<file path="src/rtl/smm_pkg.sv">
package smm_pkg;

    typedef enum logic [3:0] {
        S_IDLE,
        S_W_BASE,
        S_W_TRAP,
        S_W_IO,
        S_W_HALT,
        S_VEC,
        S_SMM,
        S_R_BASE,
        S_R_IO,
        S_R_HALT,
        S_DEC,
        S_SHUT
    } smm_state_e;

    typedef enum logic [1:0] {
        ACT_NEXT = 2'd0,
        ACT_IO   = 2'd1,
        ACT_HALT = 2'd2
    } resume_act_e;

    localparam logic [15:0] OFF_BASE_SLOT = 16'h7EF8;
    localparam logic [15:0] OFF_TRAP_SLOT = 16'h7EFC;
    localparam logic [15:0] OFF_IO_SLOT   = 16'h7F00;
    localparam logic [15:0] OFF_HALT_SLOT = 16'h7F04;
    localparam logic [15:0] OFF_VECTOR    = 16'h8000;
    localparam logic [7:0]  IO_RERUN_CODE = 8'hFF;

endpackage

</file>
<file path="src/rtl/smm_trap_fmt.sv">
module smm_trap_fmt #(
    parameter int DATA_W = 32,
    parameter int IOA_W  = 16
) (
    input  logic              io_valid,
    input  logic [IOA_W-1:0]  io_addr,
    input  logic              io_read,
    output logic [DATA_W-1:0] word
);
    localparam int RSV_W = DATA_W - IOA_W - 2;

    always_comb begin
        if (io_valid) begin
            word = {io_addr, {RSV_W{1'b0}}, 1'b1, io_read};
        end else begin
            word = '0;
        end
    end
endmodule

</file>
<file path="src/rtl/smm_resume_dec.sv">
module smm_resume_dec
    import smm_pkg::*;
#(
    parameter int ADDR_W     = 32,
    parameter int ALIGN_BITS = 15
) (
    input  logic [ADDR_W-1:0] new_base,
    input  logic [7:0]        io_slot,
    input  logic              halt_entry,
    input  logic              halt_exit,
    output logic              base_ok,
    output resume_act_e       act,
    output logic              bad_halt
);
    always_comb begin
        base_ok  = (new_base[ALIGN_BITS-1:0] == '0);
        act      = ACT_NEXT;
        bad_halt = 1'b0;
        if (io_slot == IO_RERUN_CODE) begin
            act = ACT_IO;
        end else if (halt_entry && halt_exit) begin
            act = ACT_HALT;
        end else if (!halt_entry && halt_exit) begin
            bad_halt = 1'b1;
        end
    end
endmodule

</file>
<file path="src/rtl/smm_seq.sv">
module smm_seq
    import smm_pkg::*;
#(
    parameter int              ADDR_W     = 32,
    parameter int              DATA_W     = 32,
    parameter int              IOA_W      = 16,
    parameter int              ALIGN_BITS = 15,
    parameter logic [31:0]     RESET_BASE = 32'h0003_0000
) (
    input  logic              clk,
    input  logic              rst_n,
    input  logic              smi_req,
    input  logic              rsm_req,
    input  logic              cpu_halted,
    input  logic              trap_io_valid,
    input  logic [IOA_W-1:0]  trap_io_addr,
    input  logic              trap_io_read,
    output logic              mem_valid,
    output logic              mem_write,
    output logic [ADDR_W-1:0] mem_addr,
    output logic [DATA_W-1:0] mem_wdata,
    input  logic              mem_ready,
    input  logic [DATA_W-1:0] mem_rdata,
    output logic              vec_req,
    output logic [ADDR_W-1:0] vec_addr,
    output logic              entry_done,
    output logic              resume_done,
    output logic [1:0]        resume_act,
    output logic              halt_err,
    output logic              in_smm,
    output logic              shutdown
);

    typedef struct packed {
        smm_state_e        state;
        logic [ADDR_W-1:0] base;
        logic              pend;
        logic [DATA_W-1:0] pend_trap;
        logic              pend_halt;
        logic [DATA_W-1:0] cur_trap;
        logic              cur_halt;
        logic [ADDR_W-1:0] rd_base;
        logic [7:0]        rd_io;
        logic              rd_halt;
        logic              done;
        resume_act_e       act;
        logic              err;
    } seq_t;

    seq_t r_q, r_d;

    logic [DATA_W-1:0] fmt_word;
    logic              dec_base_ok;
    resume_act_e       dec_act;
    logic              dec_bad_halt;

    smm_trap_fmt #(
        .DATA_W (DATA_W),
        .IOA_W  (IOA_W)
    ) i_trap_fmt (
        .io_valid (trap_io_valid),
        .io_addr  (trap_io_addr),
        .io_read  (trap_io_read),
        .word     (fmt_word)
    );

    smm_resume_dec #(
        .ADDR_W     (ADDR_W),
        .ALIGN_BITS (ALIGN_BITS)
    ) i_resume_dec (
        .new_base   (r_q.rd_base),
        .io_slot    (r_q.rd_io),
        .halt_entry (r_q.cur_halt),
        .halt_exit  (r_q.rd_halt),
        .base_ok    (dec_base_ok),
        .act        (dec_act),
        .bad_halt   (dec_bad_halt)
    );

    // next-state logic
    always_comb begin
        r_d      = r_q;
        r_d.done = 1'b0;
        r_d.err  = 1'b0;
        unique case (r_q.state)
            S_IDLE: begin
                if (r_q.pend) begin
                    r_d.pend     = 1'b0;
                    r_d.cur_trap = r_q.pend_trap;
                    r_d.cur_halt = r_q.pend_halt;
                    r_d.state    = S_W_BASE;
                end
            end
            S_W_BASE: if (mem_ready) r_d.state = S_W_TRAP;
            S_W_TRAP: if (mem_ready) r_d.state = S_W_IO;
            S_W_IO:   if (mem_ready) r_d.state = S_W_HALT;
            S_W_HALT: if (mem_ready) r_d.state = S_VEC;
            S_VEC:    r_d.state = S_SMM;
            S_SMM:    if (rsm_req) r_d.state = S_R_BASE;
            S_R_BASE: begin
                if (mem_ready) begin
                    r_d.rd_base = ADDR_W'(mem_rdata);
                    r_d.state   = S_R_IO;
                end
            end
            S_R_IO: begin
                if (mem_ready) begin
                    r_d.rd_io = mem_rdata[7:0];
                    r_d.state = S_R_HALT;
                end
            end
            S_R_HALT: begin
                if (mem_ready) begin
                    r_d.rd_halt = mem_rdata[0];
                    r_d.state   = S_DEC;
                end
            end
            S_DEC: begin
                if (!dec_base_ok) begin
                    r_d.state = S_SHUT;
                end else begin
                    r_d.base  = r_q.rd_base;
                    r_d.act   = dec_act;
                    r_d.err   = dec_bad_halt;
                    r_d.done  = 1'b1;
                    r_d.state = S_IDLE;
                end
            end
            S_SHUT:   r_d.state = S_SHUT;
            default:  r_d.state = S_IDLE;
        endcase
        if (smi_req && r_q.state != S_SHUT) begin
            r_d.pend      = 1'b1;
            r_d.pend_trap = fmt_word;
            r_d.pend_halt = cpu_halted;
        end
    end

    always_ff @(posedge clk) begin
        if (!rst_n) begin
            r_q         <= '0;
            r_q.state   <= S_IDLE;
            r_q.base    <= ADDR_W'(RESET_BASE);
            r_q.act     <= ACT_NEXT;
        end else begin
            r_q <= r_d;
        end
    end

    // port decode
    logic [15:0] slot_off;

    always_comb begin
        mem_valid = 1'b0;
        mem_write = 1'b0;
        mem_wdata = '0;
        slot_off  = OFF_BASE_SLOT;
        unique case (r_q.state)
            S_W_BASE: begin
                mem_valid = 1'b1;
                mem_write = 1'b1;
                mem_wdata = DATA_W'(r_q.base);
            end
            S_W_TRAP: begin
                mem_valid = 1'b1;
                mem_write = 1'b1;
                mem_wdata = r_q.cur_trap;
                slot_off  = OFF_TRAP_SLOT;
            end
            S_W_IO: begin
                mem_valid = 1'b1;
                mem_write = 1'b1;
                slot_off  = OFF_IO_SLOT;
            end
            S_W_HALT: begin
                mem_valid = 1'b1;
                mem_write = 1'b1;
                mem_wdata = {{(DATA_W-1){1'b0}}, r_q.cur_halt};
                slot_off  = OFF_HALT_SLOT;
            end
            S_R_BASE: mem_valid = 1'b1;
            S_R_IO: begin
                mem_valid = 1'b1;
                slot_off  = OFF_IO_SLOT;
            end
            S_R_HALT: begin
                mem_valid = 1'b1;
                slot_off  = OFF_HALT_SLOT;
            end
            default: ;
        endcase
    end

    assign mem_addr    = r_q.base + ADDR_W'(slot_off);
    assign vec_req     = (r_q.state == S_VEC);
    assign entry_done  = (r_q.state == S_VEC);
    assign vec_addr    = r_q.base + ADDR_W'(OFF_VECTOR);
    assign resume_done = r_q.done;
    assign resume_act  = r_q.act;
    assign halt_err    = r_q.err;
    assign shutdown    = (r_q.state == S_SHUT);
    assign in_smm      = (r_q.state != S_IDLE) && (r_q.state != S_SHUT);


    access_hold_chk: assert property (@(posedge clk) disable iff (!rst_n)
        mem_valid && !mem_ready |=> mem_valid && $stable(mem_addr)
                                    && $stable(mem_wdata) && $stable(mem_write));


    vector_align_chk: assert property (@(posedge clk) disable iff (!rst_n)
        vec_req |-> vec_addr[ALIGN_BITS-1:0] == '0);


    shutdown_sticky_chk: assert property (@(posedge clk) disable iff (!rst_n)
        shutdown |=> shutdown && !mem_valid && !resume_done);


    halt_err_act_chk: assert property (@(posedge clk) disable iff (!rst_n)
        halt_err |-> resume_done && resume_act == ACT_NEXT);


    resume_exit_chk: assert property (@(posedge clk) disable iff (!rst_n)
        resume_done |-> !in_smm && !entry_done && !mem_valid);

endmodule

</file>
<file path="config.mk">
export PLATFORM = sky130hd
export DESIGN_NAME = smm_seq
export DESIGN_NICKNAME = d
export VERILOG_FILES = /design/src/rtl/smm_pkg.sv /design/src/rtl/smm_trap_fmt.sv /design/src/rtl/smm_resume_dec.sv /design/src/rtl/smm_seq.sv
export SDC_FILE = /design/constraint.sdc
export NUM_CORES = 1
export LEC_CHECK = 0
export BUFFER_PORTS_ARGS = -buffer_cell sky130_fd_sc_hd__buf_2
export CAP_MARGIN = 40
export CORE_ASPECT_RATIO = 0.5
export CORE_MARGIN = 10
export CORE_UTILIZATION = 55
export CTS_CLUSTER_SIZE = 30
export DETAILED_ROUTE_END_ITERATION = 6
export GPL_ROUTABILITY_DRIVEN = 0
export MAX_ROUTING_LAYER = met4
export PLACE_DENSITY = 0.83
export SLEW_MARGIN = 10
export SYNTH_ARGS = -nofsm -noshare
export SYNTH_HDL_FRONTEND = slang
export SYNTH_SLANG_ARGS = --single-unit
</file>
<file path="constraint.sdc">
create_clock -name clk -period 8.9 [get_ports clk]
set_input_delay 0.445 -clock clk [delete_from_list [all_inputs] [get_ports clk]]
set_output_delay 0.445 -clock clk [all_outputs]
set_load 0.01 [all_outputs]
</file>
-- Word-level counts from Yosys, hierarchy flattened
Index checks and enable logic that the tools add are counted.
W data, S select, Z words.
- $add $sub $neg: 2
- equal/unequal tests: 22
- mux-type cells: 24
- bitwise gates (word level): 3
- reduce and logical (&&, ||, !) cells: 21
- operators with widths (kind ; count):
    $pmux W32 S3 ; 1
    $pmux W4 S12 ; 1
    $mux W4 ; 11
    $mux W34 ; 1
    $add A32 B16 Y32 ; 1
    $add A32 B16 Y32 const B ; 1
    $mux W32 ; 1
    $pmux W9 S3 ; 1
    $ne A2 B2 Y1 const B ; 9
    $eq A4 B3 Y1 const B ; 4
    $eq A4 B4 Y1 const B ; 4
    $logic_not A15 Y1 ; 1
    $reduce_and A2 Y1 ; 6
    $reduce_and A9 Y1 ; 1
    $eq A4 B2 Y1 const B ; 2
    $eq A8 B8 Y1 const B ; 1
    $reduce_or A7 Y1 ; 1
    $mux W1 ; 6
    $reduce_or A5 Y1 ; 1
    $eq A4 B1 Y1 const B ; 1
    $logic_and A1 B1 Y1 ; 4
    $logic_not A4 Y1 ; 1
    $mux W2 ; 2
    $ne A4 B4 Y1 const B ; 1
    other kinds (6) ; 9
- register bits: 148
- bits of input ports: 56
- output and inout port bits: 106

-- Longest topological paths before layout
Gate-level depths: netlist (run 1).
- depth in word-level cells: 6
- mapped depth: 14

-- Modules after synthesis
A second synthesis (run 1) with hierarchy kept.
- cell total of the unflattened synthesis: 942
- area, all modules: 7636.1 um2
- modules (own cells, without submodules) (module ; times used ; cells an instance ; area an instance (um2) ; seq. area each (um2)):
    smm_seq ; 1 ; 896 ; 7309.5 ; 2962.8
    smm_trap_fmt ; 1 ; 34 ; 250.2 ; 0.0
    smm_resume_dec ; 1 ; 12 ; 76.3 ; 0.0

-- Least setup slack after synthesis (run 1)
OpenSTA, ideal clock, no wires.
- path type: reg2out
- start: register r_q[144] (netlist name)
- end: output port mem_addr[28]
- arrival: 2.801 ns
- required time: 8.455 ns
- slack: 5.654 ns
- cell stages (with the launch flop): 14
- cells stage by stage: dfxtp_1 buf_1 buf_1 a21oi_1 o21ai_0 ha_1 inv_1 fa_1 nand2b_1 nand2_1 a41o_1 clkbuf_1 o21ai_0 xnor2_1
- word-level cells in the longest chain between the ends: 4
- elaborated cells between the ends (all ways): 9
- those cells by class: add/sub (1); eq/ne (5); mux (1); reduce/logical (2)
- RTL lines (what ; RTL line ; source):
    start, declared ; smm_seq.sv:50 ; seq_t r_q, r_d;
    start signal, assigned ; smm_seq.sv:146 ; r_q <= r_d;
    $eq A4 B4 Y1 (tied with other cells) ; smm_seq.sv:158 ; unique case (r_q.state)
    $reduce_or A2 Y1 (no source line) ; -- ;
    $pmux W9 S3 (*) ; smm_seq.sv:158 ;
    $add A32 B16 Y32 (*) ; smm_seq.sv:194 ; assign mem_addr = r_q.base + ADDR_W'(slot_off);
    end, declared ; smm_seq.sv:20 ; output logic [ADDR_W-1:0] mem_addr,
Every way passes the cells marked *; elsewhere a longest branch is shown, timed or not.

-- Worst setup path in the final report (run 1)
- start: register r_q[147] (netlist name)
- end: output port mem_addr[27]
Same word-level chain as after synthesis.

==> results of run 1 <==
==> per-stage QoR <==
stage | power, mW | area, um^2
after floorplan | 0.749 | 5840
after global placement | 0.821 | 6500
after detailed placement | 0.830 | 6550
after CTS | 1.49 | 7130
after global routing | 1.55 | 7130
final | 1.49 | 7130
==> cells in the mapped netlist (6+ instances only) <==
cell      count
nor2_1       49
and3_1       20
inv_1        14
o21ai_0      17
xnor2_1      21
nor3_1       13
nand2b_1      6
nand2_1     144
ha_1          8
nand3_1      30
xor2_1       22
buf_1         6
dfxtp_1     120
mux2i_1      27
clkbuf_1     49
a22o_1       19
buf_4        20
a21oi_1      81
and2_1       12
==> metal layers <==
| layer | track usage | wire [um] | up-vias |
|---|---|---|---|
| li1 | - | - | 2692 |
| met1 | 0.256 | 7320 | 2558 |
| met2 | 0.353 | 8050 | 223 |
| met3 | 0.0603 | 1200 | 23 |
| met4 | 0.0623 | 221 | 0 |
| met5 | - | 0 | - |
==> power by group through the flow <==
stage	combinational (mW)	clock, mW	sequential (mW)
final	0.242	0.663	0.581
after global routing	0.265	0.701	0.584
after CTS	0.240	0.668	0.580
after detailed placement	0.239	0	0.591
after global placement	0.231	0	0.590
after floorplan	0.179	0	0.570
==> cells by family after synthesis <==
group / after synthesis / share of synthesized area
buf+inv: 93 / 0.0744
compound gates: 135 / 0.139
flops: 120 / 0.411
simple gates: 308 / 0.244
mux: 27 / 0.0463
fa+ha+maj: 9 / 0.0206
xor+xnor: 43 / 0.0645
==> final cells by class <==
class | instances | area [um^2]
Fill cell | 822 | 3150
Multi-Input combinational cell | 522 | 3020
Sequential cell | 120 | 2400
Timing Repair Buffer | 170 | 893
Clock buffer | 17 | 425
Tap cell | 140 | 175
Clock inverter | 15 | 156
Inverter | 15 | 56.3
==> worst max-delay path, stage by stage, from the launching register on <==
cell and delay, ns:
dfxtp_1 0.69, nor2b_1 0.36, a21oi_1 0.10, o21ai_0 0.36
inv_1 0.20, ha_1 0.26, a21o_1 0.24, or4_4 0.52
a21oi_4 0.32, nor2_1 0.12, xor2_1 0.18, buf_2 0.18
==> flip-flops by register name, summed over array words and instances (netlist names) <==
register and cells:
resume_act 2, halt_err 1, r_q 116, resume_done 1
==> path summary, 6_finish.rpt <==
check / from / to / slack (ns) / cells past startpoint
min reg2reg: r_q[22] / r_q[22] / 0.45 / 2
min: mem_rdata[12] / r_q[25] / 0.27 / 3
max reg2reg: r_q[147] / r_q[9] / 6.50 / 5
max: r_q[147] / mem_addr[27] / 4.51 / 11
==> impl_results.md, run 1 <==
* Status: finished, final reports clean
* Post-CTS sizing at 0
* # diodes at 0
* GRT Total Usage at 0.215
* Post-Route WL at about 17 mm
* Global-route wire length before repair at 26.8 mm
* Post-synthesis register bit count at 120
* Synth top area share at 0.411
* Switching portion of total power at 0.292
* Sequential-to-total area share from yosys stat at 0.411
* CP required at approximately 8.5 ns
* Synth Warn # at 0
* # port buffers at 161
* Die area at about 0.015 mm^2
* Die Y at a little over 90 um
* Skew-Pair Late Insertion Delay at roughly 0.41 ns
* Net Count, Synth at 800
* Critical Path End Type: output port
* Num rows at 26
* DRC Markers at 0
* Synth top area cells: dfxtp_1 41%, nand2_1 9.3%, a21oi_1 6.9%, mux2i_1 4.6%, xor2_1 3.3%
* Chip width at 166 um
* Setup WS post-layout at between 4 and 5 ns
* Final TNS setup at 0 ns
* Seq pwr share at 0.391
* RSZ-0062 raised after global routing: no
* Clock Power Share at 0.446
* Setup Viol. Count Final at 0
* P_sw at approximately 430 uW
* Post-Syn Area at just under 0.006 mm^2
* Arrival time at the worst endpoint at roughly 3.9 ns
* Htree depth at 4
* Total Nets Final at between 900 and 1,000
* Slew Limit Fails at 0
* Setup crit start kind: flip-flop
* Final Hold Fails at 0
* CTS root buffer: clkbuf_16
* Fin crit share at 0.493
* Iter 0 DRT Violations at 304
* Ys async rst share at 0
* CP max FO at 20
* CTS buffer count at 17
* Dominant cell type by area after synthesis: dfxtp_1
* Wirelength per Cell at ~17 um
* Cts hold-fix bufs at 0
* Ratio of cells with drive above 1 in the final layout at 0.253
* Largest net degree at the start of global routing at 70
* DP Wirelength at 12.1 mm
* Mean Syn Cell Area at approximately 7.9 um^2
* Worst Max-Slew Pin Slew at 0.858 ns
* CTS sink cnt at 120
* Leak Pwr at roughly 3.2 nW
* Combinational share of power at 0.163
* Most frequent cells in the layout: 161 x buf_2, 144 x nand2_1, 120 x dfxtp_1
* Initial Utilization at 0.568
* Vias per cell at 5.50
* Synth unique cells at a little over 50
* Syn Inst Count at 735
* Hold_ws at 0.271 ns
* Fmax at about 230 MHz
* Fin crit period at 4.39 ns
* Hold crit path type: primary input to flip-flop
* Int Pwr at between 1 and 1.5 mW
* Dpl cells at approximately 970
* Setup slack at placement at approximately 5 ns
* Placeable Area at around 0.010 mm^2
* Post-Layout Cell Count at 999
* WS Path Type: flip-flop to output port
* Area Growth Syn to Fin at 22.1%
* Maxcap violations at 0
* Commonest non-fill, non-tap cell in the layout: buf_2
* Via Count at 5,496
* Final Core Density at 0.694
* Number of global-route vias before repair at approximately 5,200
* EDFF count, synth at 0
* Final ANT Viol Nets at 0
* Worst vdd ir at 161 uV
* First-pass DRT Iterations at 5
* Gr ovfl total at 0
* Max Buffers Root-to-Sink at 2
* Top_reg_cell synth: dfxtp_1
* Clock-pin slew on the worst setup and hold paths at about 0.060 ns
* Clock Skews at ~0.0055 ns
* Slew margin rel. at 0.425
* Initial antenna violation count at 0
* Ports at 162
* P per Cell Area at between 200 and 250 mW/mm^2
* CTS tree: built
* Setup bufs post-CTS at 0
Power figures use the tool's default switching activity.
==> inputs of run 2 (changes only) <==
Settings changed: CORE_UTILIZATION 55 to 53, PLACE_DENSITY 0.83 to 0.81.
Clock period 8.9 ns to 4.25 ns, I/O delays scaled along.
==> run 2 against run 1 <==
Against the previous run:
- critical path depth unchanged
- final area up 0.86%
- non-clock buffer count up 3
- power up 120%
- sequential share of layout area down 0.27 points
- first-iteration DRC count up 27%
- global-route usage down 0.38 points
- via count up 1.5%
- register-to-register slack worse by 4.6 ns
- wire length up 2.0%
==> impl_results.md, run 2 (synthesis results as in run 1) <==
* Slew Limit Fails at 0 (unchanged)
* Register-to-Register Path Depth at 6 (+1)
* Combinational share of power at 0.167 (+0.004)
* Layout fillers at 861 (+4.7%)
* Hold endpoint: r_q[39]
* Hold crit path type: primary input to flip-flop
* Post-Route WL at 17.1 mm (+2.0%)
* Gr ovfl total at 0 (unchanged)
* Register area at 0.00240 mm^2 (about the same)
* CP max FO at 21 (+5.0%)
* Switching portion of total power at 0.277 (-0.0156)
* P_sw at 902 uW (+110%)
* Met2 WL at 8.19 mm (+1.7%)
* # port buffers at 161 (unchanged)
* GRT Total Usage at 0.212 (-0.00380)
* Clock Skews at 0.00553 ns (+0.0000485 ns)
* Die area at 0.0159 mm^2 (+3.1%)
* WS Path Type: flip-flop to output port
* Vias per cell at 5.56 (+1.1%)
* Max Buffers Root-to-Sink at 2 (unchanged)
* Int Pwr at 2.36 mW (+120%)
* CTS tree: built
* Worst Max-Slew Pin Slew at 0.845 ns (-0.0132 ns)
* Final TNS setup at 0 ns (unchanged)
* Via Count at 5,581 (+1.5%)
* R2R Path End: r_q[135]
* Met3 routed WL at 1.33 mm (+11%)
* Reg-to-reg startpoint: r_q[13]
* Iter 0 DRT Violations at 387 (+27%)
* CTS buffer count at 17 (unchanged)
* CTS sink cnt at 120 (unchanged)
* Worst vdd ir at 389 uV (+140%)
* Chip width at 168 um (+1.6%)
* Total Nets Final at 914 (+0.33%)
* Multi-input logic area at 0.00302 mm^2 (unchanged)
* Htree depth at 4 (unchanged)
* Ports at 162 (unchanged)
* Arrival time at the worst endpoint at 3.58 ns (-0.36 ns)
* Final ANT Viol Nets at 0 (unchanged)
* CP required at 4.04 ns (-4.42 ns)
* RSZ-0062 raised after global routing: no
* Status: finished, final reports clean
* First-pass DRT Iterations at 5 (unchanged)
* Maxcap violations at 0 (unchanged)
* CTS root buffer: clkbuf_16
* Skew-Pair Late Insertion Delay at 0.41 ns (about the same)
* M1 WL at 7.35 mm (+0.44%)
* Critical Path End Type: output port
* Most flop-heavy register: r_q
* Commonest non-fill, non-tap cell in the layout: buf_2
* Placeable Area at 0.0105 mm^2 (+1.9%)
* Num rows at 26 (unchanged)
* Initial antenna violation count at 1 (+1)
* Setup crit start kind: flip-flop
* Area Growth Syn to Fin at 23.2%
* Ratio of cells with drive above 1 in the final layout at 0.255 (+0.00260)
* Slew margin rel. at 0.434 (+0.00886)
* Top layer in use: met4
* Setup Viol. Count Final at 0 (unchanged)
* Total power at 3.26 mW (+120%)
* Initial Utilization at 0.557 (-0.0106)
* Final Hold Fails at 0 (unchanged)
* Cts hold-fix bufs at 0 (unchanged)
* Fin crit share at 0.893
* Wirelength per Cell at 17.1 um (+1.6%)
* Largest net degree at the start of global routing at 40 (-43%)
* Fmax at approximately 260 MHz
* Die Y at 94.2 um (+1.5%)
* Clock Power Share at 0.468 (+0.022)
* P per Cell Area at 454 mW/mm^2 (+120%)
* Worst Hold Launch: mem_rdata[26]
* Leak Pwr at 3.29 nW (+1.4%)
* DP Wirelength at 12.2 mm (+1.0%)
* Global-route wire length before repair at 26.7 mm (-0.64%)
* Clock-pin slew on the worst setup and hold paths at 0.06 ns (about the same)
* Most frequent cells in the layout: 161 x buf_2, 144 x nand2_1, 119 x dfxtp_1
* Hold path depth at 3 (unchanged)
* Seq pwr share at 0.365 (-0.026)
* FF-to-FF setup slack at 1.89 ns (-4.61 ns)
* Number of global-route vias before repair at 5,245 (+0.23%)
* DRC Markers at 0 (unchanged)
* Fin crit period at around 3.8 ns
* Max reg flops at 116 (unchanged)
## run 2: stage by stage
stage	util	instance area, um^2	cells	hold WS (ns)	setup WS, ns
5_1_grt	0.687	7190	1003	0.0310	0.138
6_report	0.687	7190	1003	0.0347	0.454
3_5_place_dp	0.626	6560	970	0.444	0.696
3_3_place_gp	0.623	6530	967	0.437	0.790
2_1_floorplan	-	5840	735	0.348	1.24
4_1_cts	0.686	7190	1002	0.0235	0.252
## run 2: final cells by class
class                      count  area share
antenna                        1    0.000348
clock buffer                  20      0.0635
clock inverter                12      0.0240
inverter                      15     0.00783
multi-input combinational    522       0.420
sequential                   120       0.334
tap                          140      0.0244
timing repair buffer         173       0.126
## run 2: worst max path at each step
stage	from	to	slack, ns
after global placement	r_q[145]	mem_addr[17]	0.79
after floorplan	r_q[144]	mem_addr[28]	1.24
after CTS	r_q[145]	mem_addr[12]	0.25
final	r_q[145]	mem_addr[12]	0.45
after global routing	r_q[146]	mem_addr[12]	0.14
after detailed placement	r_q[145]	mem_addr[12]	0.70
## run 2: metal layers
layer,global-route usage,up-vias
met5,-,-
met1,0.246,2635
met2,0.349,225
met4,0.0663,0
li1,-,2698
met3,0.0627,23
## run 2: worst max-delay path, stage by stage, from the launching register on
cell and delay (ns):
dfxtp_2 0.54, nor2b_1 0.23, a21oi_1 0.10, o21ai_0 0.33, inv_1 0.19, ha_1 0.32
and2_1 0.22, a21boi_0 0.14, a41o_1 0.35, nor4b_1 0.42, xor2_1 0.19, buf_2 0.15
## run 2: what timing repair did
action,4_1_cts,5_1_grt
setup endpoints to repair,0,10
setup buffers,0,0
resized for setup,0,1
## run 2: power by group through the flow
| stage | sequential (mW) | combinational [mW] | clock [mW] |
|---|---|---|---|
| 2_1_floorplan | 1.19 | 0.375 | 0 |
| 3_3_place_gp | 1.21 | 0.519 | 0 |
| 3_5_place_dp | 1.21 | 0.535 | 0 |
| 4_1_cts | 1.19 | 0.540 | 1.54 |
| 5_1_grt | 1.19 | 0.600 | 1.59 |
| 6_report | 1.19 | 0.544 | 1.53 |
